--- config.mk ---
export PLATFORM = sky130hd
export DESIGN_NAME = cfg_port
export DESIGN_NICKNAME = d
export VERILOG_FILES = /design/src/rtl/cfg_port_pkg.sv /design/src/rtl/cfg_lane_check.sv /design/src/rtl/cfg_addr_reg.sv /design/src/rtl/cfg_tgt_table.sv /design/src/rtl/cfg_port.sv
export SDC_FILE = /design/constraint.sdc
export NUM_CORES = 1
export LEC_CHECK = 0
export BUFFER_PORTS_ARGS = -buffer_cell sky130_fd_sc_hd__buf_4
export CORE_MARGIN = 8
export CORE_UTILIZATION = 35
export DETAILED_ROUTE_END_ITERATION = 7
export HOLD_SLACK_MARGIN = 0.12
export MAX_ROUTING_LAYER = met4
export SYNTH_ARGS = -nofsm -noshare
export SYNTH_HDL_FRONTEND = slang
export SYNTH_SLANG_ARGS = --single-unit
--- constraint.sdc ---
create_clock -name clk -period 3.49 [get_ports clk]
set_clock_uncertainty 0.1 [all_clocks]
set_input_delay 0.5235 -clock clk [delete_from_list [all_inputs] [get_ports clk]]
set_output_delay 0.5235 -clock clk [all_outputs]
set_load 0.05 [all_outputs]
--- src/rtl/cfg_port_pkg.sv ---
package cfg_port_pkg;
   localparam int BYTES   = 4;
   localparam int DW      = 8 * BYTES;
   localparam int KEYW    = 8;
   localparam int BUS_LO  = 16;
   localparam int BUS_HI  = 23;
   localparam int DEV_LO  = 11;
   localparam int DEV_HI  = 15;
   localparam int FN_LO   = 8;
   localparam int FN_HI   = 10;
   localparam int REG_LO  = 2;
   localparam int REG_HI  = 7;

   typedef enum logic [1:0] {
      SZ_1B  = 2'd0,
      SZ_2B  = 2'd1,
      SZ_4B  = 2'd2,
      SZ_RSV = 2'd3
   } cfg_size_e;

   typedef enum logic [1:0] {
      ST_IDLE = 2'd0,
      ST_XFER = 2'd1,
      ST_DONE = 2'd2
   } cfg_state_e;

   localparam logic SEL_ADDR = 1'b0;
   localparam logic SEL_DATA = 1'b1;
endpackage

--- src/rtl/cfg_lane_check.sv ---
module cfg_lane_check
   import cfg_port_pkg::*;
(
   input  logic [1:0] size,
   input  logic [1:0] off,
   output logic       legal,
   output logic [2:0] nbytes
);
   always_comb begin
      case (cfg_size_e'(size))
         SZ_1B: begin
            nbytes = 3'd1;
            legal  = 1'b1;
         end
         SZ_2B: begin
            nbytes = 3'd2;
            legal  = (off != 2'd3);
         end
         SZ_4B: begin
            nbytes = 3'd4;
            legal  = (off == 2'd0);
         end
         default: begin
            nbytes = 3'd0;
            legal  = 1'b0;
         end
      endcase
   end
endmodule

--- src/rtl/cfg_addr_reg.sv ---
module cfg_addr_reg #(
   parameter int NBYTE = 4
) (
   input  logic               clk,
   input  logic               rst_n,
   input  logic               we,
   input  logic [1:0]         off,
   input  logic [2:0]         nbytes,
   input  logic [8*NBYTE-1:0] wdata,
   output logic [8*NBYTE-1:0] q
);
   generate
      if (NBYTE != 4) begin : g_bad
         $error("cfg_addr_reg: NBYTE must be 4");
      end
      for (genvar j = 0; j < NBYTE; j++) begin : g_byte
         logic [2:0] rel;
         logic       hit;
         always_comb begin
            rel = 3'(j) - {1'b0, off};
            hit = (3'(j) >= {1'b0, off}) && (3'(j) < ({1'b0, off} + nbytes));
         end
         always_ff @(posedge clk or negedge rst_n) begin
            if (!rst_n)
               q[8*j +: 8] <= '0;
            else if (we && hit)
               q[8*j +: 8] <= wdata[8*rel[1:0] +: 8];
         end
      end
   endgenerate
endmodule

--- src/rtl/cfg_tgt_table.sv ---
module cfg_tgt_table #(
   parameter int NTGT = 32,
   parameter int KEYW = 8,
   parameter int IDXW = 5
) (
   input  logic            clk,
   input  logic            rst_n,
   input  logic            we,
   input  logic [IDXW-1:0] widx,
   input  logic [KEYW-1:0] wkey,
   input  logic            wvld,
   input  logic [KEYW-1:0] lkey,
   output logic            hit,
   output logic [IDXW-1:0] hidx
);
   logic [NTGT-1:0] match;

   generate
      if (NTGT < 1 || NTGT > (1 << IDXW)) begin : g_bad
         $error("cfg_tgt_table: NTGT does not fit IDXW");
      end
      for (genvar e = 0; e < NTGT; e++) begin : g_ent
         logic            vld;
         logic [KEYW-1:0] key;
         always_ff @(posedge clk or negedge rst_n) begin
            if (!rst_n) begin
               vld <= 1'b0;
               key <= '0;
            end else if (we && widx == IDXW'(e)) begin
               vld <= wvld;
               key <= wkey;
            end
         end
         assign match[e] = vld && (key == lkey);
      end
   endgenerate

   always_comb begin
      hit  = |match;
      hidx = '0;
      for (int e = NTGT - 1; e >= 0; e--)
         if (match[e]) hidx = IDXW'(e);
   end
endmodule

--- src/rtl/cfg_port.sv ---
module cfg_port
   import cfg_port_pkg::*;
#(
   parameter int NTGT = 32,
   parameter int IDXW = (NTGT > 1) ? $clog2(NTGT) : 1
) (
   input  logic            clk,
   input  logic            rst_n,
   input  logic            req_valid,
   input  logic            req_write,
   input  logic            req_sel,
   input  logic [1:0]      req_off,
   input  logic [1:0]      req_size,
   input  logic [31:0]     req_wdata,
   output logic            busy,
   output logic            rsp_done,
   output logic            rsp_err,
   output logic [31:0]     rsp_rdata,
   output logic            tgt_req,
   output logic            tgt_write,
   output logic [IDXW-1:0] tgt_sel,
   output logic [7:0]      tgt_baddr,
   output logic [7:0]      tgt_wdata,
   input  logic [7:0]      tgt_rdata,
   input  logic            tab_we,
   input  logic [IDXW-1:0] tab_idx,
   input  logic [7:0]      tab_key,
   input  logic            tab_vld
);
   generate
      if (NTGT < 1 || NTGT > 256) begin : g_bad
         $error("cfg_port: NTGT out of range");
      end
   endgenerate

   cfg_state_e      state;
   logic [1:0]      cnt;
   logic [2:0]      nb_q;
   logic [7:0]      base_q;
   logic [DW-1:0]   wbuf;
   logic [DW-1:0]   rbuf;
   logic            err_q;
   logic            wr_q;
   logic [IDXW-1:0] sel_q;

   logic            legal;
   logic [2:0]      nbytes;
   logic            accept;
   logic            aw_en;
   logic [DW-1:0]   addr_q;
   logic [KEYW-1:0] lkey;
   logic            hit;
   logic [IDXW-1:0] hidx;
   logic [DW-1:0]   addr_rd;
   logic [DW-1:0]   fill;
   logic            bus_nz;
   logic            last;

   assign accept = req_valid && (state == ST_IDLE);
   assign aw_en  = accept && legal && (req_sel == SEL_ADDR) && req_write;

   cfg_lane_check u_lane (
      .size   (req_size),
      .off    (req_off),
      .legal  (legal),
      .nbytes (nbytes)
   );

   cfg_addr_reg #(.NBYTE(BYTES)) u_areg (
      .clk    (clk),
      .rst_n  (rst_n),
      .we     (aw_en),
      .off    (req_off),
      .nbytes (nbytes),
      .wdata  (req_wdata),
      .q      (addr_q)
   );

   assign lkey   = {addr_q[DEV_HI:DEV_LO], addr_q[FN_HI:FN_LO]};
   assign bus_nz = |addr_q[BUS_HI:BUS_LO];

   cfg_tgt_table #(.NTGT(NTGT), .KEYW(KEYW), .IDXW(IDXW)) u_tab (
      .clk   (clk),
      .rst_n (rst_n),
      .we    (tab_we),
      .widx  (tab_idx),
      .wkey  (tab_key),
      .wvld  (tab_vld),
      .lkey  (lkey),
      .hit   (hit),
      .hidx  (hidx)
   );

   always_comb begin
      for (int i = 0; i < BYTES; i++) begin
         logic [1:0] bi;
         bi = req_off + 2'(i);
         addr_rd[8*i +: 8] = (3'(i) < nbytes) ? addr_q[8*bi +: 8] : 8'h00;
         fill[8*i +: 8]    = (3'(i) < nbytes) ? 8'hFF : 8'h00;
      end
   end

   assign last = ({1'b0, cnt} == (nb_q - 3'd1));

   always_ff @(posedge clk or negedge rst_n) begin
      if (!rst_n) begin
         state  <= ST_IDLE;
         cnt    <= '0;
         nb_q   <= '0;
         base_q <= '0;
         wbuf   <= '0;
         rbuf   <= '0;
         err_q  <= 1'b0;
         wr_q   <= 1'b0;
         sel_q  <= '0;
      end else begin
         case (state)
            ST_IDLE: begin
               if (accept) begin
                  err_q <= 1'b0;
                  rbuf  <= '0;
                  state <= ST_DONE;
                  if (!legal) begin
                     err_q <= 1'b1;
                  end else if (req_sel == SEL_ADDR) begin
                     if (!req_write) rbuf <= addr_rd;
                  end else if (bus_nz) begin
                     if (!req_write) rbuf <= fill;
                  end else if (!hit) begin
                     if (!req_write) rbuf <= fill;
                     err_q <= req_write;
                  end else begin
                     state  <= ST_XFER;
                     cnt    <= '0;
                     nb_q   <= nbytes;
                     base_q <= {addr_q[REG_HI:REG_LO], req_off};
                     wbuf   <= req_wdata;
                     wr_q   <= req_write;
                     sel_q  <= hidx;
                  end
               end
            end
            ST_XFER: begin
               if (!wr_q) rbuf[8*cnt +: 8] <= tgt_rdata;
               cnt <= cnt + 2'd1;
               if (last) state <= ST_DONE;
            end
            default: state <= ST_IDLE;
         endcase
      end
   end

   assign busy      = (state != ST_IDLE);
   assign rsp_done  = (state == ST_DONE);
   assign rsp_err   = err_q;
   assign rsp_rdata = rbuf;
   assign tgt_req   = (state == ST_XFER);
   assign tgt_write = wr_q;
   assign tgt_sel   = sel_q;
   assign tgt_baddr = base_q + {6'd0, cnt};
   assign tgt_wdata = wbuf[8*cnt +: 8];
endmodule

==> reports/qor.csv <==
metric;value;unit
status;finished clean;
die height;265;um
Post-Synth XOR/XNOR Area;10.7;%
TNS Setup;0;ps
DR vias;14422;
fin crit period;3280;ps
WS Path Type;flip-flop to flip-flop;
Worst-Skew Late Latency;570;ps
Syn Area/Cell;12.7;um^2
CTS sink cnt;406;
EDFF count, synth;0;
crit-path cells;buf_4 > xnor2_1 > nand4_1 > nor3_1 > a31o_2 > nor3b_2 > and4_1 > or2_2 > buf_12 > buf_4 > mux2_4;
placed cell area;24000;um^2
syn nets;1792;
Gate Count Post-Synth;1710;
top cells by area, synth;dfrtp_1 47%, mux2_2 17%, xnor2_1 8.7%, mux4_2 5.8%, mux2_4 2.8%;
number of max-cap violations;0;
Longest Clk Path Bufs;3;
Synth area leader;dfrtp_1;
Leak;11.2;nW
Root Driver;clkbuf_16;
RSZ-0062 raised after global routing;no;
commonest non-fill, non-tap cell in the layout;dfrtp_1;
Clk pin slew, worst setup/hold paths;60;ps
top_reg_cell synth;dfrtp_1;
HP Class;input pin to flip-flop;
Peak VDD IR;0.458;mV
CTS tree;yes;
post-synthesis sequential area ratio;46.6;%
cell depth of the worst hold path;3;
Worst EP required;3850;ps
routed length per instance;21.8;um
row count;91;
reg2reg path depth;11;
Worst slew margin;42.5;%
commonest cells after routing, fill and taps aside;398 x dfrtp_1, 328 x mux2_2, 217 x xnor2_1, 187 x buf_4, 85 x nand2_1;
Initial Utilization;35.4;%
first-pass GRT wire length;94200;um
routed vias/inst;5.22;
CP peak stage delay;600;ps
Yosys cell types;61;
Final Cycle Share;94.0;%
WL final;60300;um
fraction of layout cells with a size suffix above 1;38.3;%
CP Capture Type;flip-flop;
fin cells;2765;
die area;70500;um^2
routability cong.;0.891;
Port-buffer cells;121;
Area growth syn-to-layout;18.9;%
DP Cell Count;2646;
largest net degree at the start of global routing;89;
drt pass-1 iters;6;
number of cells on the critical path;11;
drt drc;0;
Critical Path Most Common Cell;buf_4;
Buf/Inv on CP;3;
Synth Register Bits;406;
Pwr Total;18.9;mW
share of the synthesized area in the top cell type;46.6;%
main combinational cell family by area after synthesis;multiplexers;
H-tree levels;2;
Yosys Warn Count;0;
slowest CP cell;dfrtp_4;
initial antenna violation count;3;
Final Core Density;42.0;%
fin nets;1972;
synthesized-area fraction occupied by adder cells;1.10;%
Post-Syn Area;21800;um^2
Max Fclk;0.305;GHz
cts bufs inserted;45;
setup violators final;0;
final hold violations;0;
Worst-Margin Slew;859;ps
top-level port count;122;
Final ANT Viol Nets;0;
total grt overflow;0;
Async SR Flop Fraction;100;%
total global-route track usage;17.5;%
worst-path fanout max;19;
Worst setup SP type;flip-flop;
DRT iter0 DRCs;787;
Final HPWL DP;41500;um
Die X;265;um
core area;61600;um^2
Data arrival, critical path;3640;ps
Compound-Gate Fraction of Synth Area;4.47;%
Post-Synth Simple-Gate Area;7.65;%
vias in the first global route;15214;
cell area after layout;25900;um^2
fraction of synthesized area in multiplexers;26.0;%
fin. max-slew vios;0;
PwrDens;731;nW/um^2
CP top delay family;simple AND/OR/NAND/NOR gates;
worst paths after layout:
check | start | endpoint | slack, ps
hold reg to reg | u_tab.g_ent[19].vld$_DFFE_PN0P_ | u_tab.g_ent[19].vld$_DFFE_PN0P_ | 410
setup / recovery | u_areg.q[12]$_DFFE_PN0P_ | wbuf[14]$_DFFE_PN0P_ | 210
max in group asynchronous | rst_n | u_tab.g_ent[16].key[6]$_DFFE_PN0P_ | 1780
setup reg to reg | u_areg.q[12]$_DFFE_PN0P_ | wbuf[14]$_DFFE_PN0P_ | 210
hold / removal | req_sel | rsp_err$_DFFE_PN0P_ | 170
min in group asynchronous | rst_n | base_q[5]$_DFFE_PN0P_ | 470
worst reg2reg max path: stages (launching register included):
cell and delay [ps]:
dfrtp_4 600, buf_4 230, xnor2_1 360, nand4_1 140, nor3_1 220, a31o_2 220, nor3b_2 80, and4_1 240
or2_2 340, buf_12 180, buf_4 180, mux2_4 300
power by group:
group,internal [mW],total (mW),switching [mW]
Clock,3.11,5.08,1.97
Combinational,3.30,7.11,3.81
Sequential,5.83,6.76,0.923
Total,12.2,18.9,6.71
kinds of logic (layout without fill, tap and decap cells):
| group | count (synthesis) | after routing |
|---|---|---|
| mux | 435 | 435 |
| flops | 406 | 406 |
| simple gates | 317 | 317 |
| xor+xnor | 266 | 266 |
| compound gates | 144 | 144 |
| buf+inv | 124 | 339 |
| fa+ha+maj | 18 | 18 |
| other cells | 0 | 3 |
synthesized netlist by cell type, types with 11 or more instances:
master and instances:
o21ai_0 38, mux2_2 328, inv_1 16, xor2_1 49, nor4_1 11, dfrtp_1 406, nand2b_1 12, clkbuf_1 61
nor3_2 12, mux4_2 56, o22a_1 24, a31oi_1 11, nand2_1 85, a21oi_1 23, xnor2_1 217, nor3_1 31
mux2_4 41, nand3_1 37, buf_6 34, ha_1 16, nand4_1 44, nor2_1 46
registers in the layout, indices dropped and copies added (netlist names):
| register | count |
|---|---|
| nb_q | 3 |
| state | 2 |
| cnt | 2 |
| wbuf | 32 |
| base_q | 8 |
| rsp_err | 1 |
| u_tab.g_ent.vld | 32 |
| u_areg.q | 32 |
| tgt_write | 1 |
| u_tab.g_ent.key | 256 |
| tgt_sel | 5 |
| rsp_rdata | 32 |
through the flow:
| stage | hold WS, ps | worst slack [ps] |
|---|---|---|
| 2_1_floorplan | 128 | 140 |
| 3_3_place_gp | 387 | 30.4 |
| 3_5_place_dp | 390 | 19.8 |
| 4_1_cts | 129 | 12.9 |
| 5_1_grt | 176 | 7.53 |
| 6_report | 168 | 210 |
repair_timing:
action	in CTS	in global routing
setup endpoints to repair	0	76
endpoints found under the hold margin	112	0
resized for setup	0	2
buffers inserted	0	0
hold buffers	34	0
area by class of cell:
| type | instances | area, um^2 |
|---|---|---|
| diodes | 3 | 7.51 |
| clock buffers | 64 | 1300 |
| clock inverters | 18 | 285 |
| fillers | 5719 | 35700 |
| inverters | 16 | 60.1 |
| multi-input cells | 1180 | 10900 |
| flip-flops and latches | 406 | 10200 |
| well taps | 837 | 1050 |
| repair buffers | 241 | 2140 |
layer usage:
metal	global-route usage (%)	vias up	wire [um]
li1	-	6499	-
met1	22.6	7502	27300
met2	28.5	335	29000
met3	3.11	86	2840
met4	4.04	0	1190
met5	-	-	0
No activity file was read; power rests on OpenSTA's default activity.
